$ cat src/rtl/nlp_pkg.sv
package nlp_pkg;
    typedef enum logic [1:0] {
        SEL_WIDTH  = 2'd0,
        SEL_WINLEN = 2'd1,
        SEL_MINE   = 2'd2,
        SEL_NONE   = 2'd3
    } set_sel_e;
endpackage

$ cat src/rtl/nlp_acc.sv
module nlp_acc #(
    parameter int FRAC_W = 24
) (
    input  logic                     clk,
    input  logic                     rst_n,
    input  logic                     valid,
    input  logic signed [FRAC_W-1:0] energy,
    output logic                     fire,
    output logic signed [FRAC_W+1:0] acc_val
);
    localparam int AW = FRAC_W + 2;
    localparam logic signed [AW-1:0] ONE = {2'b00, 1'b1, {(FRAC_W-1){1'b0}}};
    localparam logic signed [AW-1:0] NEG_ONE = -ONE;

    typedef struct packed {
        logic signed [AW-1:0] acc;
    } acc_st_t;

    acc_st_t st_d, st_q;
    logic signed [AW-1:0] e_x, sum;

    always_comb begin
        st_d = st_q;
        fire = 1'b0;
        e_x  = AW'(energy);
        sum  = st_q.acc + e_x;
        if (valid) begin
            if (sum >= ONE) begin
                fire       = 1'b1;
                st_d.acc   = sum - ONE;
            end else if (sum < NEG_ONE) begin
                st_d.acc   = NEG_ONE;
            end else begin
                st_d.acc   = sum;
            end
        end
    end

    always_ff @(posedge clk or negedge rst_n) begin
        if (!rst_n) st_q <= '0;
        else        st_q <= st_d;
    end

    assign acc_val = st_q.acc;
endmodule

$ cat src/rtl/nlp_stretch.sv
module nlp_stretch #(
    parameter int WIDTH_W        = 20,
    parameter int LEGACY_SAMPLES = 3
) (
    input  logic               clk,
    input  logic               rst_n,
    input  logic               valid,
    input  logic               start_req,
    input  logic [WIDTH_W-1:0] width,
    output logic               pulse
);
    localparam logic [WIDTH_W-1:0] LEG_W = WIDTH_W'(LEGACY_SAMPLES);

    typedef struct packed {
        logic               active;
        logic [WIDTH_W-1:0] cnt;
    } str_st_t;

    str_st_t st_d, st_q;

    always_comb begin
        st_d = st_q;
        if (valid) begin
            if (st_q.active) begin
                if (st_q.cnt == WIDTH_W'(1)) st_d.active = 1'b0;
                st_d.cnt = st_q.cnt - WIDTH_W'(1);
            end else if (start_req) begin
                st_d.active = 1'b1;
                st_d.cnt    = (width == '0) ? LEG_W : width;
            end
        end
    end

    always_ff @(posedge clk or negedge rst_n) begin
        if (!rst_n) st_q <= '0;
        else        st_q <= st_d;
    end

    assign pulse = st_q.active;
endmodule

$ cat src/rtl/nlp_window.sv
module nlp_window #(
    parameter int FRAC_W = 24,
    parameter int WIN_W  = 24
) (
    input  logic                     clk,
    input  logic                     rst_n,
    input  logic                     valid,
    input  logic signed [FRAC_W-1:0] energy,
    input  logic [WIN_W-1:0]         win_len,
    input  logic signed [FRAC_W-1:0] min_e,
    input  logic                     restart,
    output logic                     enable
);
    localparam int SW = FRAC_W + WIN_W;

    typedef struct packed {
        logic                 en;
        logic [WIN_W-1:0]     cnt;
        logic signed [SW-1:0] sum;
    } win_st_t;

    win_st_t st_d, st_q;
    logic                 detect;
    logic [WIN_W-1:0]     cnt_inc;
    logic signed [SW-1:0] sum_inc, min_x;

    always_comb begin
        st_d    = st_q;
        detect  = (win_len != '0) && (min_e != '0);
        cnt_inc = st_q.cnt + WIN_W'(1);
        sum_inc = st_q.sum + SW'(energy);
        min_x   = SW'(min_e);
        if (!detect) begin
            st_d.en  = 1'b1;
            st_d.cnt = '0;
            st_d.sum = '0;
        end else if (restart) begin
            st_d.cnt = '0;
            st_d.sum = '0;
        end else if (valid) begin
            if (cnt_inc == win_len) begin
                st_d.en  = (sum_inc >= min_x);
                st_d.cnt = '0;
                st_d.sum = '0;
            end else begin
                st_d.cnt = cnt_inc;
                st_d.sum = sum_inc;
            end
        end
    end

    always_ff @(posedge clk or negedge rst_n) begin
        if (!rst_n) st_q <= '{en: 1'b1, cnt: '0, sum: '0};
        else        st_q <= st_d;
    end

    assign enable = st_q.en;
endmodule

$ cat src/rtl/nlpulse_gen.sv
module nlpulse_gen
    import nlp_pkg::*;
#(
    parameter int FRAC_W         = 24,
    parameter int WIN_W          = 24,
    parameter int WIDTH_W        = 20,
    parameter int LEGACY_SAMPLES = 3
) (
    input  logic                     clk,
    input  logic                     rst_n,
    input  logic                     smp_valid,
    input  logic signed [FRAC_W-1:0] smp_energy,
    input  logic                     wr_en,
    input  logic [1:0]               wr_addr,
    input  logic [WIN_W-1:0]         wr_data,
    output logic                     pulse_out
);
    typedef struct packed {
        logic [WIDTH_W-1:0]     width;
        logic [WIN_W-1:0]       winlen;
        logic signed [FRAC_W-1:0] mine;
    } cfg_st_t;

    cfg_st_t cfg_d, cfg_q;
    set_sel_e sel;
    logic fire, gate_en, start_req, restart;
    logic signed [FRAC_W+1:0] acc_val;
    logic [WIN_W-1:0] winlen_q;
    logic signed [FRAC_W-1:0] mine_q;

    always_comb begin
        cfg_d = cfg_q;
        sel   = set_sel_e'(wr_addr);
        if (wr_en) begin
            case (sel)
                SEL_WIDTH:  cfg_d.width  = wr_data[WIDTH_W-1:0];
                SEL_WINLEN: cfg_d.winlen = wr_data;
                SEL_MINE:   cfg_d.mine   = wr_data[FRAC_W-1] ? '0 : wr_data[FRAC_W-1:0];
                default:    ;
            endcase
        end
    end

    always_ff @(posedge clk or negedge rst_n) begin
        if (!rst_n) cfg_q <= '0;
        else        cfg_q <= cfg_d;
    end

    assign restart   = wr_en && ((sel == SEL_WINLEN) || (sel == SEL_MINE));
    assign start_req = fire && gate_en;
    assign winlen_q  = cfg_q.winlen;
    assign mine_q    = cfg_q.mine;

    nlp_acc #(.FRAC_W(FRAC_W)) u_acc (
        .clk(clk), .rst_n(rst_n), .valid(smp_valid), .energy(smp_energy),
        .fire(fire), .acc_val(acc_val)
    );

    nlp_window #(.FRAC_W(FRAC_W), .WIN_W(WIN_W)) u_win (
        .clk(clk), .rst_n(rst_n), .valid(smp_valid), .energy(smp_energy),
        .win_len(winlen_q), .min_e(mine_q), .restart(restart), .enable(gate_en)
    );

    nlp_stretch #(.WIDTH_W(WIDTH_W), .LEGACY_SAMPLES(LEGACY_SAMPLES)) u_str (
        .clk(clk), .rst_n(rst_n), .valid(smp_valid), .start_req(start_req),
        .width(cfg_q.width), .pulse(pulse_out)
    );
endmodule

$ cat config.mk
export PLATFORM = sky130hd
export DESIGN_NAME = nlpulse_gen
export DESIGN_NICKNAME = d
export VERILOG_FILES = /design/src/rtl/nlp_pkg.sv /design/src/rtl/nlp_acc.sv /design/src/rtl/nlp_stretch.sv /design/src/rtl/nlp_window.sv /design/src/rtl/nlpulse_gen.sv
export SDC_FILE = /design/constraint.sdc
export NUM_CORES = 1
export LEC_CHECK = 0
export ABC_AREA = 1
export BUFFER_PORTS_ARGS = -buffer_cell sky130_fd_sc_hd__buf_2
export CAP_MARGIN = 10
export CORE_ASPECT_RATIO = 1.1
export CORE_UTILIZATION = 28
export CTS_BUF_LIST = sky130_fd_sc_hd__clkbuf_4
export DETAILED_ROUTE_END_ITERATION = 8
export GPL_ROUTABILITY_DRIVEN = 0
export PLACE_DENSITY = 0.41
export SYNTH_ARGS = -nofsm -noshare
export SYNTH_HDL_FRONTEND = slang
export SYNTH_SLANG_ARGS = --single-unit
$ cat constraint.sdc
create_clock -name clk -period 3.25 [get_ports clk]
set_input_delay 0.65 -clock clk [delete_from_list [all_inputs] [get_ports clk]]
set_output_delay 0.65 -clock clk [all_outputs]
set_load 0.01 [all_outputs]
==> results.ini <==
[sta]
period_share_pct=109
tightest_slew_ns=0.781
rsz0062_at_grt=true
relSlewSlack_pct=47.8
setup_tns_ns=-11.33
fin_crit_ns=3.54
worst_slack_ns=-0.295
final-setup-viol-count=47
fmax_mhz=282
report.final.slew_viol_count=0
timing.final.hold_violations=0
skew_ns=0.0440

[power_and_ir_drop]
p_sw_share_pct=47.1
pwr-share-clk_pct=8.0
switching_power_mw=9.49
power_density_mw_per_mm2=944
intPower_mw=10.7
sequentialPowerShare_pct=17.6
ir_drop_mv=0.383
p_comb_share_pct=74.5
leakagePower_nw=11.5

[yosys]
syn-num-nets=2616
synthFlopType=dfrtp_1
synth_cell_types=47
synth_top_area_share_pct=29.9
synth_enable_flop_cells=0
syn_area_per_cell_um2=6.33
syn_inst=2456
yosys.cell_count.top_type=nand2_1
synth_area_mm2=0.0156
netlist_top_cells_area=dfrtp_1, nand2_1, inv_1, ha_1, nor2_1
yosys.area.top_type=dfrtp_1
synth_warnings=0
synth-seq-cells=187
async_reset_ff_share_pct=100
yosysSeqAreaShare_pct=30.1
ys_top_cells_by_count=nand2_1, inv_1, nor2_1

[status]
failed_checks=negative setup slack
status=finished with violations

[routing]
drt.antenna.violating_nets=0
routed_wl_um=58200
wl_per_cell_um=15.9
drt_iter0_markers=1021
drc=0
num_vias=16700
avgViaCountPerCell=4.58
firstDrtPassIters=5

[placement]
io_buffer_count=54
dp_hpwl_um=46100

[critical_path]
worst_ep_required_time_ns=4.00
crit_path_max_fanout=6
path_class=reg -> reg
critical_path.endpoint_type=flop
critPathArrivalTime_ns=4.29
start_kind=flop

[global_route]
grt_pass1_vias=16500
grt_max_degree=71
grt_pass1_wl_um=91700
grt_usage_pct=21.1
gr-total-overflow=0
grt_antenna_before_repair=1

[layout]
drive_gt1_share_pct=24.5
synthToLayoutAreaGrowth_pct=37.4
utilization_pct=39.0
fin_nets=3061
fillers=5976

[clocking]
cts_tree=done
cts_root_buf=clkbuf_4
cts_buffers=17
cts.sinks=187
h-tree-depth=4
clkTransAtPathRegs_ns=0.22
clkLatencyLatePin_ns=0.81
cts_buffer_depth=2

[die]
start_util_pct=28.4
die-area_mm2=0.0565
die_y_um=249
rows=90
core_area_mm2=0.0548
io_pins=55
die_w_um=227

[worst_hold_path]
worstHoldPathType=in -> reg

[flow_run]
maxCapViolations=0

## cells in the final DEF, fill, tap and decap left out, types with 27 or more instances in the layout
| cell type | n |
|---|---|
| nand4_1 | 58 |
| nand3_2 | 27 |
| nand3_1 | 108 |
| nand2_1 | 899 |
| buf_4 | 394 |
| nand2_2 | 35 |
| nor2_1 | 168 |
| a21oi_1 | 67 |
| inv_1 | 373 |
| ha_1 | 73 |
| buf_2 | 53 |
| dfrtp_1 | 185 |
| o21ai_0 | 115 |
## registers in the layout, indices dropped and copies added, names as in the netlist
| signal | cells |
|---|---|
| u_win.st_q | 72 |
| u_acc.acc_val | 26 |
| winlen_q | 24 |
| mine_q | 23 |
| cfg_q | 20 |
| u_str.st_q | 20 |
| u_str.pulse | 1 |
| u_win.enable | 1 |
## area by class of cell
| type | count | area [um2] | area share (%) |
|---|---|---|---|
| Antenna cell | 1 | 2.50 | 0.0117 |
| Clock buffer | 17 | 128 | 0.597 |
| Clock inverter | 15 | 215 | 1.01 |
| Inverter | 387 | 1450 | 6.80 |
| Multi-Input combinational cell | 1833 | 10200 | 47.7 |
| Sequential cell | 187 | 4680 | 21.9 |
| Tap cell | 736 | 921 | 4.31 |
| Timing Repair Buffer | 475 | 3760 | 17.6 |
## cell families after synthesis
group	after synthesis	share of synthesized area, %
XOR/XNOR	60	3.73
buffers and inverters	436	10.9
adder cells (fa/ha/maj)	106	8.62
AND/OR/NAND/NOR	1409	37.6
AO/OA/AOI/OAI	257	9.04
flip-flops	187	30.1
multiplexers	1	0.0644
## worst paths after layout
path	startpoint	end	slack, ns	depth (start not counted)
min in group asynchronous	rst_n	u_win.st_q[53]	0.41	2
max in group asynchronous	rst_n	mine_q[2]	2.06	3
setup / recovery	u_acc.acc_val[17]	u_str.st_q[2]	-0.29	25
hold / removal	wr_data[5]	cfg_q[53]	0.11	3
hold reg to reg	u_win.st_q[31]	u_win.st_q[31]	0.51	2
setup reg to reg	u_acc.acc_val[17]	u_str.st_q[2]	-0.29	25
## through the flow
| stage | hold WS (ns) | cells | total power, mW | area [um2] | setup WS, ns |
|---|---|---|---|---|---|
| after floorplan | 0.354 | 2456 | 10.2 | 15700 | -0.219 |
| after global placement | 0.467 | 3582 | 16.5 | 19700 | -0.657 |
| after detailed placement | 0.470 | 3582 | 16.6 | 19700 | -0.703 |
| after CTS | 0.0187 | 3630 | 19.1 | 20500 | -0.295 |
| after global routing | 0.0517 | 3651 | 22.0 | 21400 | -0.608 |
| final | 0.107 | 3651 | 20.2 | 21400 | -0.295 |
## power by group through the flow
stage               registers, mW  clock network [mW]  logic [mW]
finish                       3.54                1.60        15.0
global route                 3.62                1.76        16.7
CTS                          3.52                1.68        13.9
detailed placement           3.54                   0        13.0
global placement             3.54                   0        13.0
floorplan                    3.34                   0        6.81
## critical path, stage by stage, from the launching register on
cell and delay (ns):
dfrtp_1 0.44, ha_1 0.30, buf_4 0.15, a21oi_1 0.21, o21ai_1 0.15, a21oi_1 0.23, nand3_1 0.12, nand2_2 0.11
ha_4 0.13, nand2_2 0.05, nor2_1 0.09, nand3_1 0.08, nor2_2 0.12, nand2_1 0.06, nor2_1 0.11, nand2_1 0.07
nor2_2 0.12, nand3_2 0.09, o21bai_4 0.14, buf_12 0.15, buf_12 0.12, clkbuf_16 0.14, nand4_1 0.09, nand2_1 0.10
nand2_1 0.05, nand2_1 0.05
## repair_timing
item                                   CTS  global route
pin swaps                               12            46
setup buffers                           11            20
cloned                                   4             1
setup endpoints to repair               48            66
resized for setup                       80           121
endpoints found under the hold margin   65             0
hold buffers                             1             0
## layer usage
metal,vias to the layer above,track usage (%),share of wire [%]
met2,278,34.7,47
met1,7771,28.1,48
met5,-,0,0
li1,8627,-,-
met4,0,6.70,2.3
met3,58,3.16,3.4
(Power assumes the default switching activity.)
